### config.mk
export PLATFORM = sky130hd
export DESIGN_NAME = irq_rd_arbiter
export DESIGN_NICKNAME = d
export VERILOG_FILES = /design/src/rtl/irq_rd_pkg.sv /design/src/rtl/irq_evt_gen.sv /design/src/rtl/irq_status_reg.sv /design/src/rtl/irq_rd_fsm.sv /design/src/rtl/irq_rd_arbiter.sv
export SDC_FILE = /design/constraint.sdc
export NUM_CORES = 1
export LEC_CHECK = 0
export CORE_MARGIN = 5
export CORE_UTILIZATION = 45
export DETAILED_ROUTE_END_ITERATION = 10
export PLACE_DENSITY = 0.85
export SYNTH_ARGS = -nofsm -noshare
export SYNTH_HDL_FRONTEND = slang
export SYNTH_HIERARCHICAL = 1
export SYNTH_SLANG_ARGS = --single-unit
### constraint.sdc
create_clock -name clk -period 2.8 [get_ports clk]
set_input_delay 0.28 -clock clk [delete_from_list [all_inputs] [get_ports clk]]
set_output_delay 0.28 -clock clk [all_outputs]
set_load 0.03 [all_outputs]
### src/rtl/irq_rd_pkg.sv
`timescale 1ns/1ps
package irq_rd_pkg;
  localparam int BYTE_W = 8;

  // status byte bit positions (host software decodes these)
  localparam int B_EP0  = 6;
  localparam int B_FLAG = 5;
  localparam int B_ENUM = 2;
  localparam int B_BUS  = 1;
  localparam int B_RDY  = 0;

  localparam logic [BYTE_W-1:0] LIVE_MASK =
    BYTE_W'((1 << B_EP0) | (1 << B_FLAG) | (1 << B_ENUM) | (1 << B_BUS) | (1 << B_RDY));

  typedef enum logic [1:0] {
    RD_IDLE    = 2'd0,
    RD_PREEMPT = 2'd1,
    RD_WAIT    = 2'd2,
    RD_DATA    = 2'd3
  } rd_state_e;
endpackage

### src/rtl/irq_evt_gen.sv
`timescale 1ns/1ps
module irq_evt_gen
  import irq_rd_pkg::*;
#(
  parameter int NUM_FIFO = 4
) (
  input  logic                clk,
  input  logic                rst_n,
  input  logic                ep0_buf_pulse,
  input  logic                selftest_done,
  input  logic                wake_pulse,
  input  logic                cfg_desc_valid,
  input  logic                enum_done,
  input  logic                bus_reset,
  input  logic                bus_active,
  input  logic [NUM_FIFO-1:0] fifo_empty,
  output logic [BYTE_W-1:0]   raw_evt
);
  logic                primed_q;
  logic                bus_q;
  logic                armed_q;
  logic [NUM_FIFO-1:0] fifo_q;
  logic [NUM_FIFO-1:0] fifo_chg;
  logic                flag_evt;
  logic                bus_evt;
  logic                enum_evt;
  logic                rdy_evt;

  // per-FIFO edge detect, either direction, gated until flags are first sampled
  for (genvar g = 0; g < NUM_FIFO; g++) begin : g_fifo_edge
    assign fifo_chg[g] = primed_q & (fifo_empty[g] ^ fifo_q[g]);
  end

  assign flag_evt = |fifo_chg;
  assign bus_evt  = primed_q & (bus_active ^ bus_q);
  assign enum_evt = (selftest_done & cfg_desc_valid) | (enum_done & armed_q);
  assign rdy_evt  = (selftest_done & ~cfg_desc_valid) | wake_pulse;

  always_comb begin
    raw_evt         = '0;
    raw_evt[B_EP0]  = ep0_buf_pulse;
    raw_evt[B_FLAG] = flag_evt;
    raw_evt[B_ENUM] = enum_evt;
    raw_evt[B_BUS]  = bus_evt;
    raw_evt[B_RDY]  = rdy_evt;
  end

  always_ff @(posedge clk) begin
    if (!rst_n) begin
      primed_q <= 1'b0;
      bus_q    <= 1'b0;
      fifo_q   <= '0;
      armed_q  <= 1'b1;
    end else begin
      primed_q <= 1'b1;
      bus_q    <= bus_active;
      fifo_q   <= fifo_empty;
      if (bus_reset)     armed_q <= 1'b1;
      else if (enum_evt) armed_q <= 1'b0;
    end
  end
endmodule

### src/rtl/irq_status_reg.sv
`timescale 1ns/1ps
module irq_status_reg
  import irq_rd_pkg::*;
(
  input  logic              clk,
  input  logic              rst_n,
  input  logic [BYTE_W-1:0] new_evt,
  input  logic              defer,
  input  logic              merge,
  input  logic              clr_en,
  input  logic [BYTE_W-1:0] clr_mask,
  output logic [BYTE_W-1:0] status_q
);
  logic [BYTE_W-1:0] held_q;
  logic [BYTE_W-1:0] to_status;
  logic [BYTE_W-1:0] to_held;
  logic [BYTE_W-1:0] kept;

  always_comb begin
    to_status = '0;
    to_held   = '0;
    if (!defer)     to_status = new_evt;
    else if (merge) to_status = new_evt | held_q;
    else            to_held   = new_evt;
    kept = clr_en ? (status_q & ~clr_mask) : status_q;
  end

  always_ff @(posedge clk) begin
    if (!rst_n) begin
      status_q <= '0;
      held_q   <= '0;
    end else begin
      status_q <= kept | to_status;
      held_q   <= merge ? '0 : (held_q | to_held);
    end
  end
endmodule

### src/rtl/irq_rd_fsm.sv
`timescale 1ns/1ps
module irq_rd_fsm
  import irq_rd_pkg::*;
(
  input  logic              clk,
  input  logic              rst_n,
  input  logic              cmd_rd,
  input  logic              pend,
  input  logic [BYTE_W-1:0] stat_byte,
  input  logic [BYTE_W-1:0] reg_data,
  input  logic              reg_vld,
  output logic              reg_rdy,
  input  logic              host_rd,
  output logic [BYTE_W-1:0] host_data,
  output logic              host_vld,
  output logic              host_ready,
  output logic              defer,
  output logic              merge,
  output logic              clr_en,
  output logic [BYTE_W-1:0] clr_mask,
  output logic [1:0]        state_o
);
  rd_state_e         state_q, state_d;
  logic              full_q;
  logic [BYTE_W-1:0] buf_q;
  logic              xfer;
  logic              acc;

  assign reg_rdy = ((state_q == RD_PREEMPT) || (state_q == RD_WAIT)) && !full_q;
  assign acc     = reg_vld & reg_rdy;

  always_comb begin
    case (state_q)
      RD_IDLE:    host_vld = pend;
      RD_PREEMPT: host_vld = 1'b1;
      RD_WAIT:    host_vld = 1'b0;
      default:    host_vld = 1'b1;
    endcase
    host_data = (state_q == RD_DATA) ? buf_q : stat_byte;
  end

  assign xfer       = host_vld & host_rd;
  assign host_ready = (state_q != RD_PREEMPT);
  assign defer      = (state_q != RD_IDLE);
  assign merge      = (state_q == RD_DATA) & xfer;
  assign clr_en     = xfer & ((state_q == RD_IDLE) || (state_q == RD_PREEMPT));
  assign clr_mask   = stat_byte;
  assign state_o    = state_q;

  always_comb begin
    state_d = state_q;
    case (state_q)
      RD_IDLE:    if (cmd_rd) state_d = (pend && !xfer) ? RD_PREEMPT : RD_WAIT;
      RD_PREEMPT: if (xfer)   state_d = (full_q || acc) ? RD_DATA : RD_WAIT;
      RD_WAIT:    if (acc)    state_d = RD_DATA;
      default:    if (xfer)   state_d = RD_IDLE;
    endcase
  end

  always_ff @(posedge clk) begin
    if (!rst_n) begin
      state_q <= RD_IDLE;
      full_q  <= 1'b0;
      buf_q   <= '0;
    end else begin
      state_q <= state_d;
      if (acc) begin
        full_q <= 1'b1;
        buf_q  <= reg_data;
      end else if (merge) begin
        full_q <= 1'b0;
      end
    end
  end
endmodule

### src/rtl/irq_rd_arbiter.sv
`timescale 1ns/1ps
module irq_rd_arbiter
  import irq_rd_pkg::*;
#(
  parameter int NUM_FIFO = 4
) (
  input  logic                clk,
  input  logic                rst_n,
  input  logic [7:0]          evt_en,
  input  logic                ep0_buf_pulse,
  input  logic                selftest_done,
  input  logic                wake_pulse,
  input  logic                cfg_desc_valid,
  input  logic                enum_done,
  input  logic                bus_reset,
  input  logic                bus_active,
  input  logic [NUM_FIFO-1:0] fifo_empty,
  input  logic                cmd_rd,
  input  logic [7:0]          reg_data,
  input  logic                reg_vld,
  output logic                reg_rdy,
  output logic [7:0]          host_data,
  output logic                host_vld,
  input  logic                host_rd,
  output logic                host_ready,
  output logic                irq_n
);
  logic [BYTE_W-1:0] en_m;
  logic [BYTE_W-1:0] raw_evt;
  logic [BYTE_W-1:0] new_evt;
  logic [BYTE_W-1:0] status;
  logic [BYTE_W-1:0] clr_mask;
  logic              pend;
  logic              defer;
  logic              merge;
  logic              clr_en;
  logic [1:0]        arb_state;

  assign en_m    = evt_en & LIVE_MASK;
  assign new_evt = raw_evt & en_m;
  assign pend    = |(status & en_m);
  assign irq_n   = ~pend;

  irq_evt_gen #(.NUM_FIFO(NUM_FIFO)) u_evt (
    .clk(clk), .rst_n(rst_n),
    .ep0_buf_pulse(ep0_buf_pulse), .selftest_done(selftest_done),
    .wake_pulse(wake_pulse), .cfg_desc_valid(cfg_desc_valid),
    .enum_done(enum_done), .bus_reset(bus_reset),
    .bus_active(bus_active), .fifo_empty(fifo_empty),
    .raw_evt(raw_evt)
  );

  irq_status_reg u_stat (
    .clk(clk), .rst_n(rst_n), .new_evt(new_evt), .defer(defer),
    .merge(merge), .clr_en(clr_en), .clr_mask(clr_mask), .status_q(status)
  );

  irq_rd_fsm u_arb (
    .clk(clk), .rst_n(rst_n), .cmd_rd(cmd_rd), .pend(pend),
    .stat_byte(status), .reg_data(reg_data), .reg_vld(reg_vld),
    .reg_rdy(reg_rdy), .host_rd(host_rd), .host_data(host_data),
    .host_vld(host_vld), .host_ready(host_ready), .defer(defer),
    .merge(merge), .clr_en(clr_en), .clr_mask(clr_mask), .state_o(arb_state)
  );
endmodule

==> flow_metrics.py, run 1 <==
metrics = {
    "floorplanning": {
        "fp.dieArea_um2": 5460,
        "start_util": 0.463,
        "die_h_um": 73.9,
        "die_x_um": 73.9,
        "row_count": 23,
        "boundaryPins": 44,
        "core_area_um2": 3970,
    },
    "route": {
        "drt_iter0_drc": 76,
        "drc": 0,
        "vias": 1404,
        "drt_wl_total_um": 3750,
        "dr.pass1.iters": 6,
        "ant_nets": 0,
        "drt-wirelength-per-cell_um": 13.4,
        "avgViaCountPerCell": 5.00,
    },
    "pwr": {
        "clkPwrFrac": 0.186,
        "combPwrFrac": 0.484,
        "finalPower_w": 0.00202,
        "pwr-share-seq": 0.330,
        "cellPowerDensity_nw_per_um2": 899,
        "power_leakage_nw": 0.890,
        "peakVddDrop_mv": 0.470,
        "switching_share": 0.399,
        "power_switching_w": 0.000807,
        "p_int_w": 0.00122,
    },
    "global_routing": {
        "overflow": 0,
        "track_usage": 0.147,
        "grt_pass1_wl_um": 5950,
        "grt_pass1_vias": 1372,
        "grt_max_degree": 20,
        "antenna_found_initial": 0,
    },
    "clocking": {
        "cts_buffer_depth": 2,
        "cts_root_buffer": "clkbuf_8",
        "clk_pin_slew_ps": 60,
        "cts.sinks": 34,
        "cts_hold_repair.buffers": 0,
        "htree_levels": 2,
        "cts_setup_buffers": 0,
        "cts.repair.resized": 0,
        "clkLatencyLatePin_ps": 290,
        "cts_made_buffers": 5,
        "cts_tree": "yes",
    },
    "sta": {
        "setup_violations": 0,
        "finalHoldViolCount": 0,
        "rsz0062_at_grt": "false",
        "tightestPinTransition_ps": 532,
        "worst_hold_slack_ps": 460,
        "max_freq_mhz": 383,
        "setup_slack_ps": 187,
        "skew_ps": 7.52,
        "slew_headroom": 0.644,
        "setup_tns_ps": 0,
        "fin_crit_ps": 2610,
        "finalCritPeriodShare": 0.933,
        "slew_violations": 0,
    },
    "place": {
        "port_buffers": 40,
        "place.gp.congestion": 0.888,
        "dp_hpwl_um": 2720,
        "pre_cts_ws_ps": 186,
    },
    "setup_path": {
        "rrSetupSlack_ps": 800,
        "slowest_delay_ps": 590,
        "setup.worst_path.start_class": "input port",
        "worst_path_most_repeated_cell": "clkdlybuf4s50_1",
        "cp.arrival_ps": 2330,
        "worst-endpoint-required_ps": 2520,
        "crit_path_cell_trace": "clkdlybuf4s50_1 > a222oi_1 > nand2_1 > and2_1 > or2_2 > clkdlybuf4s50_1",
        "cp_slowest_cell": "clkdlybuf4s50_1",
        "worstPathMaxFanout": 2,
        "end_kind": "output port",
        "crit_type": "input port to output port",
    },
    "run_status": {
        "status": "completed",
    },
    "yosys": {
        "syn_inst": 199,
        "synth.avg_cell_area_um2": 9.24,
        "synth_area_um2": 1840,
        "yosysWarningCount": 6,
    },
    "final_layout": {
        "area_delta_synth_final_pct": 22.5,
        "multi_input_area_um2": 976,
        "fin_nets": 266,
        "regArea_um2": 681,
        "drive_above_1_share": 0.134,
        "antenna_cells": 0,
        "fillers": 360,
    },
    "worst_hold_path": {
        "hp-class": "register to register",
    },
    "job": {
        "cap_viol_max_count": 0,
    },
}
[sequential cells by signal, indices dropped and copies added (netlist names)]
| name | flops |
|---|---|
| u_evt/bus_q | 1 |
| u_arb/full_q | 1 |
| u_evt/primed_q | 1 |
| u_evt/armed_q | 1 |
| u_arb/state_o | 2 |
| u_evt/fifo_q | 4 |
| u_stat/status_q | 8 |
| u_stat/held_q | 8 |
| u_arb/buf_q | 8 |
[worst max-delay path: cells and delay by family]
family	cells	cell delay (ps)
compound gates	1	450
buf+inv	2	1020
simple gates	3	580
[per-stage QoR]
stage	utilization	instance area (um^2)	std cells
final	0.567	2250	281
after detailed placement	0.544	2160	273
after CTS	0.567	2250	281
after global placement	0.544	2160	273
after floorplan	-	1860	204
after global routing	0.567	2250	281
[area by class of cell]
cell class	instances	area share
clock inverters	1	0.00222
well taps	50	0.0278
inverters	9	0.0150
flip-flops and latches	34	0.302
multi-input cells	139	0.433
repair buffers	41	0.181
clock buffers	7	0.0383
[placed cells by master (no fill, tap or decap), types with 4 or more instances in the layout]
cell	count
mux2_2	8
a21boi_0	9
xor2_1	5
ha_1	4
inv_1	8
clkbuf_8	6
conb_1	6
nor2_1	11
clkdlybuf4s50_1	40
nand3_1	9
o32ai_2	8
nand2_1	19
a21oi_1	17
dfxtp_1	34
and2_1	21
[power by group through the flow]
stage	clock network, W	registers [W]	logic (W)
after floorplan	0	0.000656	0.000816
after global placement	0	0.000671	0.000957
after detailed placement	0	0.000676	0.000973
after CTS	0.000385	0.000667	0.000987
after global routing	0.000407	0.000679	0.00106
final	0.000376	0.000669	0.000979
[worst paths after layout]
kind,from,to,cells past startpoint
hold / removal,u_arb/buf_q[0],u_arb/buf_q[0],2
setup / recovery,evt_en[2],host_vld,6
setup reg to reg,u_arb/state_o[1],u_arb/state_o[1],6
hold reg to reg,u_arb/buf_q[0],u_arb/buf_q[0],2
[per-layer routing]
metal	wire length [um]	track usage	up-vias
met5	0	0	-
met4	120	0.0946	0
met3	284	0.0643	11
met2	1670	0.225	41
met1	1680	0.167	629
li1	-	-	723
(Power assumes the default switching activity.)
==> inputs of run 2 (changes only) <==
--- a/config.mk
+++ b/config.mk
@@ -8,6 +8,7 @@
 export CORE_MARGIN = 5
 export CORE_UTILIZATION = 45
 export DETAILED_ROUTE_END_ITERATION = 10
+export MAX_ROUTING_LAYER = met4
 export PLACE_DENSITY = 0.85
 export SYNTH_ARGS = -nofsm -noshare
 export SYNTH_HDL_FRONTEND = slang
==> run 2 against run 1 <==
Net effect: die area stayed put; combinational power hardly changed; clock power hardly changed; global-route usage is 0.40 points higher; clock skew hardly changed; total power hardly changed; wire length is 0.13% higher; critical path depth stayed put; cell count stayed put; hold slack better by 1.4 ps; largest cell class unchanged; sequential power hardly changed.
==> flow_metrics.py, run 2 (synthesis gave the netlist of run 1 again) <==
metrics = {
    "run_status": {
        "status": "completed",
    },
    "place": {
        "dp_hpwl_um": 2720,
        "place_inst": 273,
        "place.gp.congestion": 0.903,
        "port_buffers": 40,
    },
    "sta": {
        "tightestPinTransition_ps": 531,
        "skew_ps": 7.73,
        "setup_tns_ps": 0,
        "setup_violations": 0,
        "fin_crit_ps": 2610,
        "finalHoldViolCount": 0,
        "rsz0062_at_grt": "false",
        "max_freq_mhz": 383,
        "finalCritPeriodShare": 0.933,
        "slew_violations": 0,
        "slew_headroom": 0.645,
    },
    "route": {
        "ant_nets": 0,
        "vias": 1425,
        "drc": 0,
        "drt_wl_total_um": 3760,
        "avgViaCountPerCell": 5.07,
        "dr.pass1.iters": 4,
        "drt_iter0_drc": 77,
        "drt-wirelength-per-cell_um": 13.4,
    },
    "final_layout": {
        "antenna_cells": 0,
        "reg_top3": "u_arb/buf_q (8), u_stat/held_q (8), u_stat/status_q (8)",
        "fin_cells": 281,
        "area_delta_synth_final_pct": 22.5,
        "final_common_cell": "clkdlybuf4s50_1",
        "fin_nets": 266,
        "mostFrequentLayoutCells": "clkdlybuf4s50_1, dfxtp_1, and2_1, nand2_1, a21oi_1",
        "drive_above_1_share": 0.134,
    },
    "floorplanning": {
        "start_util": 0.463,
        "die_h_um": 73.9,
        "die_x_um": 73.9,
        "boundaryPins": 44,
        "fp.dieArea_um2": 5460,
        "core_area_um2": 3970,
        "row_count": 23,
    },
    "pwr": {
        "switching_share": 0.399,
        "power_leakage_nw": 0.890,
        "power_switching_w": 0.000808,
        "peakVddDrop_mv": 0.472,
        "p_int_w": 0.00122,
        "combPwrFrac": 0.484,
        "pwr-share-seq": 0.330,
        "cellPowerDensity_nw_per_um2": 899,
        "clkPwrFrac": 0.186,
    },
    "setup_path": {
        "path_buf_inv": 2,
        "cp.arrival_ps": 2330,
        "worstPathMaxFanout": 2,
        "crit_type": "input port to output port",
        "slowest_delay_ps": 590,
        "critPathTopFamily": "buffers and inverters",
        "end_kind": "output port",
        "setup.worst_path.start_class": "input port",
        "worst-endpoint-required_ps": 2520,
        "cp_slowest_cell": "clkdlybuf4s50_1",
        "worst_path_most_repeated_cell": "clkdlybuf4s50_1",
        "crit_path_cell_trace": "clkdlybuf4s50_1 > a222oi_1 > nand2_1 > and2_1 > or2_2 > clkdlybuf4s50_1",
    },
    "clocking": {
        "clkLatencyLatePin_ps": 290,
        "cts_buffer_depth": 2,
        "cts_root_buffer": "clkbuf_8",
        "cts_made_buffers": 5,
        "cts_setup_buffers": 0,
        "htree_levels": 2,
        "cts_tree": "yes",
        "cts.sinks": 34,
        "clk_pin_slew_ps": 70,
        "cts.repair.resized": 0,
        "cts_hold_repair.buffers": 0,
    },
    "global_routing": {
        "grt_pass1_vias": 1373,
        "overflow": 0,
        "grt_pass1_wl_um": 5930,
        "grt_max_degree": 20,
        "antenna_found_initial": 0,
        "track_usage": 0.151,
    },
    "worst_hold_path": {
        "hp-class": "register to register",
    },
    "job": {
        "cap_viol_max_count": 0,
    },
}
-- run 2: metal layers --
layer	track usage	wire length, um
met2	0.224	1650
met1	0.169	1710
met4	0.0946	121
met3	0.0602	276
met5	-	0
-- run 2: metrics by stage --
step / hold slack (ps) / util / instance area, um^2 / setup slack [ps] / total power, W
global route: 481 / 0.567 / 2250 / 70.2 / 0.00214
detailed placement: 452 / 0.544 / 2160 / 186 / 0.00165
floorplan: 308 / - / 1860 / 1050 / 0.00147
finish: 461 / 0.567 / 2250 / 189 / 0.00202
CTS: 461 / 0.567 / 2250 / 187 / 0.00204
global placement: 445 / 0.544 / 2160 / 186 / 0.00163
-- run 2: final timing paths --
| kind | from | endpoint | slack, ps | cells after the start |
|---|---|---|---|---|
| setup / recovery | evt_en[2] | host_vld | 190 | 6 |
| hold / removal | u_arb/buf_q[5] | u_arb/buf_q[5] | 460 | 2 |
| setup reg to reg | u_arb/state_o[0] | u_arb/state_o[1] | 810 | 6 |
| hold reg to reg | u_arb/buf_q[5] | u_arb/buf_q[5] | 460 | 2 |
-- run 2: worst min-delay path: stages, from the launching register on --
cell and delay (ps):
dfxtp_1 310, nand2_1 50, a21boi_0 60
-- run 2: power by group through the flow --
stage	clock network (W)	registers [W]	logic, W
4_1_cts	0.000385	0.000667	0.000987
6_report	0.000376	0.000669	0.000980
2_1_floorplan	0	0.000656	0.000816
5_1_grt	0.000407	0.000679	0.00106
3_3_place_gp	0	0.000671	0.000957
3_5_place_dp	0	0.000676	0.000973
-- run 2: cell type report --
class                           instances  area (um^2)
Timing Repair Buffer                   41          408
Sequential cell                        34          681
Tap cell                               50         62.6
Inverter                                9         33.8
Multi-Input combinational cell        139          976
Fill cell                             360         1720
Clock inverter                          1         5.00
Clock buffer                            7         86.3
